`config.mk`:
```
export PLATFORM = sky130hd
export DESIGN_NAME = pwrevt_ctrl
export DESIGN_NICKNAME = d
export VERILOG_FILES = /design/src/rtl/pwrevt_pkg.sv /design/src/rtl/pwrevt_src.sv /design/src/rtl/pwrevt_gate.sv /design/src/rtl/pwrevt_fsm.sv /design/src/rtl/pwrevt_ctrl.sv
export SDC_FILE = /design/constraint.sdc
export NUM_CORES = 1
export LEC_CHECK = 0
export BUFFER_PORTS_ARGS = -buffer_cell sky130_fd_sc_hd__buf_2
export CAP_MARGIN = 15
export CORE_AREA = 3 3 40 42
export CTS_BUF_LIST = sky130_fd_sc_hd__clkbuf_16
export CTS_CLUSTER_DIAMETER = 40
export DETAILED_ROUTE_END_ITERATION = 6
export DIE_AREA = 0 0 43 45
export MAX_ROUTING_LAYER = met4
export PLACE_DENSITY_LB_ADDON = 0.08
export SETUP_SLACK_MARGIN = 0.02
export SLEW_MARGIN = 20
export SYNTH_ARGS = -nofsm -noshare
export SYNTH_HDL_FRONTEND = slang
export SYNTH_SLANG_ARGS = --single-unit
```
`constraint.sdc`:
```
create_clock -name clk -period 2.7 [get_ports clk]
set_input_delay 0.405 -clock clk [delete_from_list [all_inputs] [get_ports clk]]
set_output_delay 0.405 -clock clk [all_outputs]
set_load 0.1 [all_outputs]
```
`src/rtl/pwrevt_pkg.sv`:
```
package pwrevt_pkg;

    // Number of power states that carry a support bit (D0, D1, D2, D3hot, D3cold)
    localparam int NUM_PS = 5;
    localparam int PS_W   = $clog2(NUM_PS + 1);

    // Power state codes on pwr_state_i; the support bit index equals the code
    localparam logic [PS_W-1:0] PS_D0     = PS_W'(0);
    localparam logic [PS_W-1:0] PS_D1     = PS_W'(1);
    localparam logic [PS_W-1:0] PS_D2     = PS_W'(2);
    localparam logic [PS_W-1:0] PS_D3HOT  = PS_W'(3);
    localparam logic [PS_W-1:0] PS_D3COLD = PS_W'(4);

    // Number of wake event sources
    localparam int NUM_EVT = 3;

    typedef enum logic [1:0] {
        ST_IDLE  = 2'd0,
        ST_HELD  = 2'd1,
        ST_DRIVE = 2'd2
    } wk_state_t;

endpackage

```
`src/rtl/pwrevt_src.sv`:
```
module pwrevt_src
    import pwrevt_pkg::*;
#(
    parameter int N_EVT = NUM_EVT
) (
    input  logic [N_EVT-1:0] evt_i,
    input  logic             dev_en_i,
    input  logic             wr_i,
    input  logic             wdata_i,
    output logic             set_o,
    output logic             clr_o
);

    // Any enabled event source asks for the status to set
    logic [N_EVT-1:0] gated;

    genvar g;
    generate
        for (g = 0; g < N_EVT; g++) begin : g_evt
            assign gated[g] = evt_i[g] & dev_en_i;
        end
    endgenerate

    always_comb begin
        set_o = |gated;
        // Only a written one clears; a written zero is ignored
        clr_o = wr_i & wdata_i;
    end

endmodule

```
`src/rtl/pwrevt_gate.sv`:
```
module pwrevt_gate
    import pwrevt_pkg::*;
#(
    parameter int N_PS = NUM_PS,
    parameter int SW   = PS_W
) (
    input  logic [SW-1:0]   pwr_state_i,
    input  logic [N_PS-1:0] support_i,
    input  logic            dev_en_i,
    input  logic            bus_en_i,
    output logic            open_o
);

    // One-hot decode of the state, masked by its support bit
    logic [N_PS-1:0] hit;

    genvar s;
    generate
        for (s = 0; s < N_PS; s++) begin : g_ps
            assign hit[s] = (pwr_state_i == SW'(s)) & support_i[s];
        end
    endgenerate

    // Codes beyond N_PS-1 never match, so those states never signal
    always_comb begin
        open_o = dev_en_i & bus_en_i & (|hit);
    end

endmodule

```
`src/rtl/pwrevt_fsm.sv`:
```
module pwrevt_fsm
    import pwrevt_pkg::*;
(
    input  logic clk,
    input  logic rst_n,
    input  logic set_i,
    input  logic clr_i,
    input  logic open_i,
    output logic status_o,
    output logic oe_o
);

    wk_state_t state_q, state_d;
    logic      drop;

    // A clear takes effect only when no new event arrives in the same cycle
    assign drop = clr_i & ~set_i;

    always_comb begin
        state_d = state_q;
        unique case (state_q)
            ST_IDLE: begin
                if (set_i) begin
                    state_d = open_i ? ST_DRIVE : ST_HELD;   // arm-drive / arm-held
                end
            end
            ST_HELD: begin
                if (drop) begin
                    state_d = ST_IDLE;                       // clear
                end else if (open_i) begin
                    state_d = ST_DRIVE;                      // open
                end
            end
            ST_DRIVE: begin
                if (drop) begin
                    state_d = ST_IDLE;                       // clear
                end else if (!open_i) begin
                    state_d = ST_HELD;                       // close
                end
            end
            default: state_d = ST_IDLE;
        endcase
    end

    always_ff @(posedge clk) begin
        if (!rst_n) begin
            state_q <= ST_IDLE;
        end else begin
            state_q <= state_d;
        end
    end

    always_comb begin
        status_o = (state_q != ST_IDLE);
        oe_o     = (state_q == ST_DRIVE);
    end

endmodule

```
`src/rtl/pwrevt_ctrl.sv`:
```
module pwrevt_ctrl
    import pwrevt_pkg::*;
(
    input  logic            clk,
    input  logic            rst_n,
    input  logic            evt_magic_i,
    input  logic            evt_link_i,
    input  logic            evt_frame_i,
    input  logic [PS_W-1:0] pwr_state_i,
    input  logic [NUM_PS-1:0] support_i,
    input  logic            dev_en_i,
    input  logic            bus_en_i,
    input  logic            stat_wr_i,
    input  logic            stat_wdata_i,
    output logic            status_o,
    output logic            wake_oe_o,
    output logic            wake_pin_o
);

    logic [NUM_EVT-1:0] evt_vec;
    logic               set_w;
    logic               clr_w;
    logic               open_w;

    assign evt_vec = {evt_frame_i, evt_link_i, evt_magic_i};

    pwrevt_src #(
        .N_EVT (NUM_EVT)
    ) src_i (
        .evt_i    (evt_vec),
        .dev_en_i (dev_en_i),
        .wr_i     (stat_wr_i),
        .wdata_i  (stat_wdata_i),
        .set_o    (set_w),
        .clr_o    (clr_w)
    );

    pwrevt_gate #(
        .N_PS (NUM_PS),
        .SW   (PS_W)
    ) gate_i (
        .pwr_state_i (pwr_state_i),
        .support_i   (support_i),
        .dev_en_i    (dev_en_i),
        .bus_en_i    (bus_en_i),
        .open_o      (open_w)
    );

    pwrevt_fsm fsm_i (
        .clk      (clk),
        .rst_n    (rst_n),
        .set_i    (set_w),
        .clr_i    (clr_w),
        .open_i   (open_w),
        .status_o (status_o),
        .oe_o     (wake_oe_o)
    );

    // Open-drain: the pin reads low only while it is driven
    assign wake_pin_o = ~wake_oe_o;

endmodule

```
After elaboration in Yosys (flattened, before gate mapping)
Index checks and enable logic that the tools add are counted.
- register bits after elaboration: 2
- input port bits: 17
- logic and storage cells: 37
- eq/ne operators: 9
- muxes and demuxes: 7
- bitwise logic cells: 14
- reduce and logical (&&, ||, !) cells: 6
- operators with widths (kind ; count):
    1-bit AND ; 12
    2-bit two-way mux ; 6
    3-bit by 2-bit == test with 1-bit output (second input constant) ; 2
    2-bit one-hot mux with 3 select lines ; 1
    5-bit OR reduction ; 1
    3-bit by 1-bit == test with 1-bit output (second input constant) ; 1
    3-bit == test (second input constant) ; 1
    3-bit zero test ; 1
    3-bit by 1-bit != test with 1-bit output (second input constant) ; 1
    3-bit != test (second input constant) ; 1
    3-bit AND reduction ; 1
    3-bit OR reduction ; 1
    2-bit by 1-bit == test with 1-bit output (second input constant) ; 1
    2-bit == test (second input constant) ; 1
    2-bit zero test ; 1
    2-bit by 1-bit != test with 1-bit output (second input constant) ; 1
    1-bit inverter ; 2
    2-bit nonzero test ; 1

Logic depth before layout (Yosys ltp)
Gate-level depths: netlist (run 1).
- depth after elaboration: 7
- depth in mapped cells: 3

By module
Synthesis (run 1) repeated with hierarchy kept, for this count alone.
- cells, all modules: 22
- area, all modules: 168.9 µm²
- modules (own cells, without submodules) (module ; instances ; cells each ; area an instance (µm²)):
    pwrevt_fsm ; 1 ; 10 ; 95.1
    pwrevt_gate ; 1 ; 9 ; 55.1
    pwrevt_src ; 1 ; 2 ; 15.0
    pwrevt_ctrl ; 1 ; 1 ; 3.8

Least setup slack after synthesis (run 1)
OpenSTA, ideal clock, no wires.
- kind: reg-to-output
- start: register fsm_i.state_q[0]
- end: output wake_oe_o
- arrival: 1.835 ns
- setup slack: 0.460 ns
- stages on the path, launching flop included: 3
- cell sequence: dfxtp_1 > nand2b_1 > inv_1
- word-level cells in the longest chain between the ends: 1
- RTL lines (element ; line ; RTL):
    start: declaration ; pwrevt_fsm.sv:13 ; wk_state_t state_q, state_d;
    start signal: assignment ; pwrevt_fsm.sv:49 ; state_q <= state_d;
    2-bit == test ; pwrevt_fsm.sv:55 ; oe_o = (state_q == ST_DRIVE);
    end: declaration ; pwrevt_ctrl.sv:16 ; output logic wake_oe_o,
No other way between the ends.

Worst setup path in the final report (run 1)
Ends and elaborated chain as after synthesis.

==> flow_metrics.tcl, run 1 <==
set metrics [dict create \
    num_rows 13 \
    tightest_slew_ns 0.486 \
    final_cell_mix "buf_2 (19), clkbuf_16 (3), inv_1 (2), nand2_1 (2), dfxtp_1 (2)" \
    cp.depth 3 \
    start_util_pct 11.8 \
    synth_seq_cells 2 \
    setup_viol 0 \
    clock-root-buffer "clkbuf_16" \
    cp_cell_sequence "nand2b_1 -> inv_1 -> buf_2" \
    slew_headroom_pct 67.8 \
    stdcell_count 53 \
    post-route-drc-count 0 \
    finalSetupTns_ns 0 \
    required_ns 2.30 \
    htreeDepth 1 \
    dr.pass1.iters 1 \
    grt_pass1_vias 232 \
    yosys_warnings 0 \
    syn2layout_area_growth_pct 125 \
    multi_input_area_um2 104 \
    cts_tree "done" \
    max_clock_freq_ghz 0.647 \
    critical_path_class "flop to primary output" \
    max_stage_delay_ns 0.41 \
    nets 57 \
    wire_per_inst_um 9.04 \
    grt_max_degree 5 \
    drtIter0Drc 0 \
    min_path_type "primary input to flop" \
    grt_pass1_wl_um 883 \
    cts_sinks 2 \
    synth_top_area_cell "dfxtp_1" \
    antenna_left 0 \
    syn_inst 16 \
    core-area_um2 1280 \
    fin_crit_sh_pct 57.2 \
    layout_min_cycle_time_ns 1.54 \
    cts_buffers 3 \
    final_util_pct 26.5 \
    port_buffers 19 \
    num_vias 195 \
    dp.cells 50 \
    antenna_found_initial 0 \
    pin_count 20 \
    crit_slowest_cell "buf_2" \
    die_area_um2 1940 \
    maxSlewViolCount 0 \
    grt_setup_unrepaired "no" \
    nFillCells 142 \
    cp-endpoint "wake_oe_o" \
    skew_ns 0.000194 \
    post_cts_resized 0 \
    cts_setup_buffers 0 \
    crit_start "fsm_i.state_q[0]$_SDFFE_PN0P_" \
    r2r_end "fsm_i.state_q[0]$_SDFFE_PN0P_" \
    ys_types 13 \
    viasPerCell 3.68 \
    crit_family "buffers and inverters" \
    cp_max_fo 4 \
    rr_worst_depth 3 \
    wirelength_um 479 \
    p_total_uw 292 \
    final_hold_viol_count 0 \
    gp_congestion 0.661 \
    largest_registers "fsm_i.state_q (2)" \
    power.density_nw_per_um2 858 \
    syn_area_um2 151 \
    fp.dieH_um 45 \
    ys_top_cells_by_area "dfxtp_1 (26%), mux4_2 (15%), and4bb_2 (8.3%)" \
    cap_violations 0 \
    dpl-instance-area_um2 265 \
    seq_area_um2 40.0 \
    worst_setup_path_end_kind "primary output" \
    insertion_delay_ns 0.22 \
    regMostFlops "fsm_i.state_q" \
    grt_usage_pct 6.70 \
    netlist.area_leader.share_pct 26.4 \
    reg2reg_slack_ns 1.76 \
    vdd_drop_max_uv 202 \
    cp_num_buf_inv 2 \
    ys_seq_area_share_pct 26.4 \
    final_common_cell "buf_2" \
    clkTransAtPathRegs_ns 0.03 \
    clockBufferDepth 2 \
    rr_startpoint "fsm_i.state_q[0]$_SDFFE_PN0P_" \
    drive_gt1_share_pct 71.1 \
    die_w_um 43 \
    syn_nets 33 \
    largest_register_ff_count 2 \
    gr-total-overflow 0 \
    p_leak_uw 0.000174 \
    ctsHoldBuffers 0 \
    postLayoutCellArea_um2 340 \
    diodes 0 \
    synth.avg_cell_area_um2 9.46 \
    worstSetupStartpointType "flop" \
    arrival_ns 1.14 \
    status "complete, no violations" \
]
==> cell usage after synthesis, drive strengths merged <==
cell / count
a21oi: 1
a2bb2oi: 1
and4bb: 1
dfxtp: 2
inv: 2
mux4: 1
nand2: 2
nand2b: 1
nor3: 1
o211ai: 1
o21ba: 1
o31a: 1
or2: 1
==> report_power, final <==
group | internal (uW) | switching [uW]
clock network | 188 | 31.1
logic | 18.2 | 22.1
registers | 31.4 | 1.24
==> worst min-delay path by stage <==
| stage | startpoint | end | depth (start not counted) |
|---|---|---|---|
| floorplan | dev_en_i | fsm_i.state_q[1]$_SDFFE_PN0P_ | 2 |
| detailed placement | fsm_i.state_q[0]$_SDFFE_PN0P_ | fsm_i.state_q[1]$_SDFFE_PN0P_ | 3 |
| global placement | fsm_i.state_q[0]$_SDFFE_PN0P_ | fsm_i.state_q[1]$_SDFFE_PN0P_ | 3 |
| finish | bus_en_i | fsm_i.state_q[1]$_SDFFE_PN0P_ | 3 |
| CTS | bus_en_i | fsm_i.state_q[1]$_SDFFE_PN0P_ | 3 |
| global route | bus_en_i | fsm_i.state_q[1]$_SDFFE_PN0P_ | 3 |
==> cell type report <==
cell class                 instances  area share (%)
clock buffer                       3            22.1
sequential                         2            11.8
tap                               15            5.51
timing repair buffer              19            27.9
multi-input combinational         12            30.5
inverter                           2            2.21
==> layer usage <==
layer | global-route usage [%] | wire (um) | vias to the layer above
met4 | 7.23 | 0 | 0
met2 | 10.8 | 231 | 14
met5 | - | 0 | -
met1 | 6.28 | 181 | 76
met3 | 1.59 | 66 | 0
li1 | - | - | 105
==> worst register-to-register path, stage by stage (launching register included) <==
cell,delay (ns)
dfxtp_1,0.31
a2bb2oi_1,0.14
o211ai_1,0.19
o21ba_2,0.18
==> cell families after synthesis <==
| group | Yosys count | share of synthesized area, % |
|---|---|---|
| AOI/OAI and AO/OA | 5 | 28.9 |
| buffers and inverters | 2 | 4.96 |
| DFF | 2 | 26.4 |
| muxes | 1 | 14.9 |
| and+or+nand+nor | 6 | 24.8 |
==> metrics by stage <==
step	worst slack [ns]	hold WS [ns]
5_1_grt	1.11	0.494
6_report	1.16	0.462
3_5_place_dp	1.34	0.630
3_3_place_gp	1.35	0.649
2_1_floorplan	0.460	0.554
4_1_cts	1.14	0.464
Power figures use the tool's default switching activity.
==> inputs of run 2 (changes only) <==
--- a/config.mk
+++ b/config.mk
@@ -5,6 +5,7 @@
 export SDC_FILE = /design/constraint.sdc
 export NUM_CORES = 1
 export LEC_CHECK = 0
+export ABC_AREA = 1
 export BUFFER_PORTS_ARGS = -buffer_cell sky130_fd_sc_hd__buf_2
 export CAP_MARGIN = 15
 export CORE_AREA = 3 3 40 42
==> constraint.sdc (replaced) <==
create_clock -name clk -period 1.5 [get_ports clk]
set_input_delay 0.225 -clock clk [delete_from_list [all_inputs] [get_ports clk]]
set_output_delay 0.225 -clock clk [all_outputs]
set_load 0.1 [all_outputs]
==> flow_metrics.tcl, run 2 <==
set metrics [dict create \
    maxSlewViolCount 0 \
    synth_top_area_cell "dfxtp_1" \
    final_hold_viol_count 0 \
    min_path_type "primary input to flop" \
    arrival_ns 1.11 \
    status "complete, no violations" \
    critical_path_class "flop to primary output" \
    power.density_nw_per_um2 1220 \
    post-route-drc-count 0 \
    yosys_warnings 0 \
    synth_edf_count 0 \
    tightest_slew_ns 0.483 \
    yosys_most_used_dff "dfxtp_1" \
    syn_area_um2 272 \
    ys_seq_area_share_pct 14.7 \
    final_util_pct 38.8 \
    max_clock_freq_ghz 0.750 \
    wire_per_inst_um 8.10 \
    cts_buffers 3 \
    clock-root-buffer "clkbuf_16" \
    layout_min_cycle_time_ns 1.33 \
    post_cts_resized 0 \
    postLayoutCellArea_um2 498 \
    largest_registers "fsm_i.state_q (2)" \
    vdd_drop_max_uv 545 \
    core-area_um2 1280 \
    clkTransAtPathRegs_ns 0.03 \
    syn2layout_area_growth_pct 83.4 \
    required_ns 1.27 \
    power.switching_uw 154 \
    fp.dieH_um 45 \
    nets 87 \
    finalWorstSetupSlack_ns 0.166 \
    p_seq_share_pct 10.3 \
    yosys.cell_count.top_type "nand2_1" \
    final_common_cell "buf_2" \
    place_ws_ns 0.308 \
    grt_setup_unrepaired "no" \
    clock_power_share_pct 65.2 \
    dp.cells 80 \
    grt_usage_pct 8.03 \
    ys_top_cells_by_area "dfxtp_1 (15%), nand3_2 (11%), nand2_1 (11%)" \
    die_area_um2 1940 \
    dpl-instance-area_um2 423 \
    num_vias 337 \
    syn_inst 46 \
    antenna_left 0 \
    worstSetupStartpointType "flop" \
    intPower_uw 455 \
    stdcell_count 83 \
    setup_viol 0 \
    gp_congestion 0.663 \
    grt_max_degree 6 \
    diodes 0 \
    cts_setup_buffers 0 \
    port_buffers 19 \
    synth_common_cells "nand2_1 (8), inv_1 (7), nor2_1 (5)" \
    cts_tree "done" \
    worst_setup_path_end_kind "primary output" \
    ys_types 17 \
    dr.pass1.iters 2 \
    clockBufferDepth 2 \
    wirelength_um 672 \
    p_total_uw 609 \
    final_cell_mix "buf_2 (17), nand2_1 (8), inv_1 (7), nor2_2 (4), nor2_1 (4)" \
    cap_violations 0 \
    netlist.area_leader.share_pct 14.7 \
    place_hpwl_um 582 \
    syn_nets 63 \
    num_rows 13 \
    grt_pass1_vias 318 \
    cts_sinks 2 \
    insertion_delay_ns 0.22 \
    synth.avg_cell_area_um2 5.90 \
    synth_seq_cells 2 \
    cp_max_fo 3 \
    start_util_pct 21.1 \
    antenna_found_initial 0 \
    fin_crit_sh_pct 88.9 \
    drtIter0Drc 2 \
    p_sw_share_pct 25.3 \
    async_flop_share_pct 0 \
    pin_count 20 \
    drive_gt1_share_pct 51.5 \
    ctsHoldBuffers 0 \
    htreeDepth 1 \
    p_comb_share_pct 24.5 \
    slew_headroom_pct 68.0 \
    gr-total-overflow 0 \
    largest_register_ff_count 2 \
    p_leak_uw 0.000257 \
    grt_pass1_wl_um 1070 \
    skew_ns 0.00375 \
    viasPerCell 4.06 \
    die_w_um 43 \
    regMostFlops "fsm_i.state_q" \
]
-- run 2: cell count changes in the layout (fill, tap and decap cells not counted), sizes merged, moves of 2 or more --
cell / before / now
nand3: 0 / 6
inv: 2 / 8
o21ai: 0 / 2
nand2: 2 / 11
nor2: 0 / 10
-- run 2: cells by family after synthesis --
group,count (synthesis),synth area share [%]
buffers and inverters,8,11.1
flip-flops,2,14.7
AO/OA/AOI/OAI,6,12.9
AND/OR/NAND/NOR,30,61.3
-- run 2: worst max-delay path, stage by stage (launching register included) --
cell     delay, ns
dfxtp_1       0.33
inv_2         0.06
nor2_4        0.07
buf_2         0.42
-- run 2: final timing paths --
| check | from | endpoint | slack [ns] | depth (start not counted) |
|---|---|---|---|---|
| setup / recovery | fsm_i.state_q[1]$_SDFFE_PN0P_ | wake_oe_o | 0.17 | 3 |
| hold / removal | rst_n | fsm_i.state_q[1]$_SDFFE_PN0P_ | 0.24 | 3 |
| setup reg to reg | fsm_i.state_q[0]$_SDFFE_PN0P_ | fsm_i.state_q[1]$_SDFFE_PN0P_ | 0.35 | 5 |
| hold reg to reg | fsm_i.state_q[1]$_SDFFE_PN0P_ | fsm_i.state_q[1]$_SDFFE_PN0P_ | 0.61 | 3 |
-- run 2: layout make-up --
type | instances | area [um2]
fillers | 146 | 787
multi-input cells | 36 | 209
repair buffers | 19 | 125
clock buffers | 3 | 75.1
flip-flops and latches | 2 | 40.0
inverters | 8 | 30.0
well taps | 15 | 18.8
-- run 2: metrics by stage --
step / setup TNS, ns / hold slack [ns]
CTS: 0 / 0.237
global placement: 0 / 0.469
floorplan: -1.18 / 0.334
finish: 0 / 0.236
global route: 0 / 0.257
detailed placement: 0 / 0.458
-- run 2: power by group through the flow --
stage	sequential, uW	combinational [uW]	clock, uW
floorplan	62.7	96.0	0
global placement	63.1	153	0
detailed placement	63.5	151	0
CTS	62.8	151	411
global route	63.2	161	420
finish	62.6	149	398
-- run 2: routing by layer --
metal / wire, um / part of all wire [%] / track usage (%) / vias to the layer above
li1: - / - / - / 192
met1: 253 / 38 / 7.16 / 131
met3: 74 / 11 / 2.79 / 0
met4: 0 / 0 / 7.23 / 0
met5: 0 / 0 / - / -
met2: 344 / 51 / 13.5 / 14
==> inputs of run 3 (changes only) <==
--- a/config.mk
+++ b/config.mk
@@ -14,7 +14,7 @@
 export DETAILED_ROUTE_END_ITERATION = 6
 export DIE_AREA = 0 0 43 45
 export MAX_ROUTING_LAYER = met4
-export PLACE_DENSITY_LB_ADDON = 0.08
+export PLACE_DENSITY = 0.57
 export SETUP_SLACK_MARGIN = 0.02
 export SLEW_MARGIN = 20
 export SYNTH_ARGS = -nofsm -noshare
==> flow_metrics.tcl, run 3 (synthesized netlist as in run 2, its figures left out) <==
set metrics [dict create \
    final_common_cell "buf_2" \
    diodes 0 \
    nFillCells 137 \
    dr.pass1.iters 4 \
    cts_setup_buffers 0 \
    clkTransAtPathRegs_ns 0.03 \
    fp.dieH_um 45 \
    insertion_delay_ns 0.22 \
    p_sw_share_pct 25.8 \
    place_ws_ns 0.302 \
    nets 87 \
    required_ns 1.27 \
    clock_power_share_pct 65.1 \
    gp_congestion 0.763 \
    vdd_drop_max_uv 640 \
    drive_gt1_share_pct 51.5 \
    regMostFlops "fsm_i.state_q" \
    worstSetupStartpointType "flop" \
    cp_max_fo 3 \
    cts_sinks 2 \
    largest_registers "fsm_i.state_q (2)" \
    worst_setup_path_end_kind "primary output" \
    post-route-drc-count 0 \
    die_area_um2 1940 \
    grt_pass1_wl_um 1180 \
    crit_start "fsm_i.state_q[1]$_SDFFE_PN0P_" \
    grt_setup_unrepaired "no" \
    num_vias 364 \
    r2r_end "fsm_i.state_q[1]$_SDFFE_PN0P_" \
    cp-endpoint "wake_oe_o" \
    critical_path_class "flop to primary output" \
    cts_buffers 3 \
    p_comb_share_pct 24.7 \
    skew_ns 0.00369 \
    power.switching_uw 158 \
    core-area_um2 1280 \
    port_buffers 19 \
    drtIter0Drc 10 \
    final_hold_viol_count 0 \
    final_cell_mix "buf_2 (17), nand2_1 (8), inv_1 (7), nor2_2 (4), nor2_1 (4)" \
    dp.cells 80 \
    wirelength_um 706 \
    start_util_pct 21.1 \
    pin_count 20 \
    rr_startpoint "fsm_i.state_q[0]$_SDFFE_PN0P_" \
    setup_viol 0 \
    status "complete, no violations" \
    num_rows 13 \
    clockBufferDepth 2 \
    arrival_ns 1.10 \
    ctsHoldBuffers 0 \
    antenna_found_initial 0 \
    multi_input_area_um2 209 \
    viasPerCell 4.39 \
    gr-total-overflow 0 \
    die_w_um 43 \
    layout_min_cycle_time_ns 1.33 \
    rr_worst_depth 5 \
    p_total_uw 614 \
    antenna_left 0 \
    busiest_layer "met2" \
    reg2reg_slack_ns 0.35 \
    final_util_pct 38.8 \
    cap_violations 0 \
    slew_headroom_pct 68.0 \
    met1_usage_pct 7.16 \
    grt_max_degree 6 \
    max_clock_freq_ghz 0.752 \
    grt_pass1_vias 340 \
    maxSlewViolCount 0 \
    syn2layout_area_growth_pct 83.4 \
    seq_area_um2 40.0 \
    finalWorstSetupSlack_ns 0.170 \
    htreeDepth 1 \
    place_hpwl_um 589 \
    cts_tree "done" \
    largest_register_ff_count 2 \
    grt_usage_pct 9.15 \
    min_path_type "primary input to flop" \
    stdcell_count 83 \
    met2_usage_pct 15.0 \
    p_seq_share_pct 10.2 \
    tightest_slew_ns 0.484 \
    wire_per_inst_um 8.51 \
    finalSetupTns_ns 0 \
    fin_crit_sh_pct 88.7 \
    clock-root-buffer "clkbuf_16" \
    p_leak_uw 0.000257 \
    post_cts_resized 0 \
    power.density_nw_per_um2 1230 \
    use_met3_pct 3.59 \
    intPower_uw 455 \
]
## run 3: cell counts in the layout (fill, tap and decap cells not counted)
Identical to the previous run, type by type.
## run 3: critical path, stage by stage (launching register included)
cell,delay (ns)
dfxtp_1,0.33
inv_2,0.06
nor2_4,0.07
buf_2,0.42
## run 3: how the worst min path moves through the flow
stage | end | cells past startpoint | slack, ns | start
3_3_place_gp | fsm_i.state_q[1]$_SDFFE_PN0P_ | 3 | 0.46 | rst_n
2_1_floorplan | fsm_i.state_q[1]$_SDFFE_PN0P_ | 2 | 0.33 | rst_n
6_report | fsm_i.state_q[1]$_SDFFE_PN0P_ | 3 | 0.23 | rst_n
5_1_grt | fsm_i.state_q[1]$_SDFFE_PN0P_ | 3 | 0.26 | rst_n
4_1_cts | fsm_i.state_q[1]$_SDFFE_PN0P_ | 3 | 0.23 | rst_n
3_5_place_dp | fsm_i.state_q[1]$_SDFFE_PN0P_ | 3 | 0.46 | rst_n
## run 3: power by group through the flow
| stage | logic (uW) | clock network [uW] | registers (uW) |
|---|---|---|---|
| after CTS | 153 | 405 | 62.4 |
| after floorplan | 96.0 | 0 | 62.7 |
| after global placement | 149 | 0 | 63.0 |
| final | 151 | 400 | 62.3 |
| after detailed placement | 152 | 0 | 63.1 |
| after global routing | 165 | 408 | 62.7 |
## run 3: metrics by stage
stage / hold slack, ns / area, um2
final: 0.232 / 498
after global routing: 0.258 / 498
after CTS: 0.230 / 498
after detailed placement: 0.460 / 423
after global placement: 0.462 / 423
after floorplan: 0.334 / 279
## run 3: routing by layer
layer  vias to the layer above  wire length, um
met2                        17              369
met5                         -                0
met4                         0               26
met1                       153              248
met3                         2               61
li1                        192                -
## run 3: layout make-up
class	count	area share, %
Multi-Input combinational cell	36	42.0
Timing Repair Buffer	19	25.1
Clock buffer	3	15.1
Sequential cell	2	8.04
Inverter	8	6.03
Tap cell	15	3.77
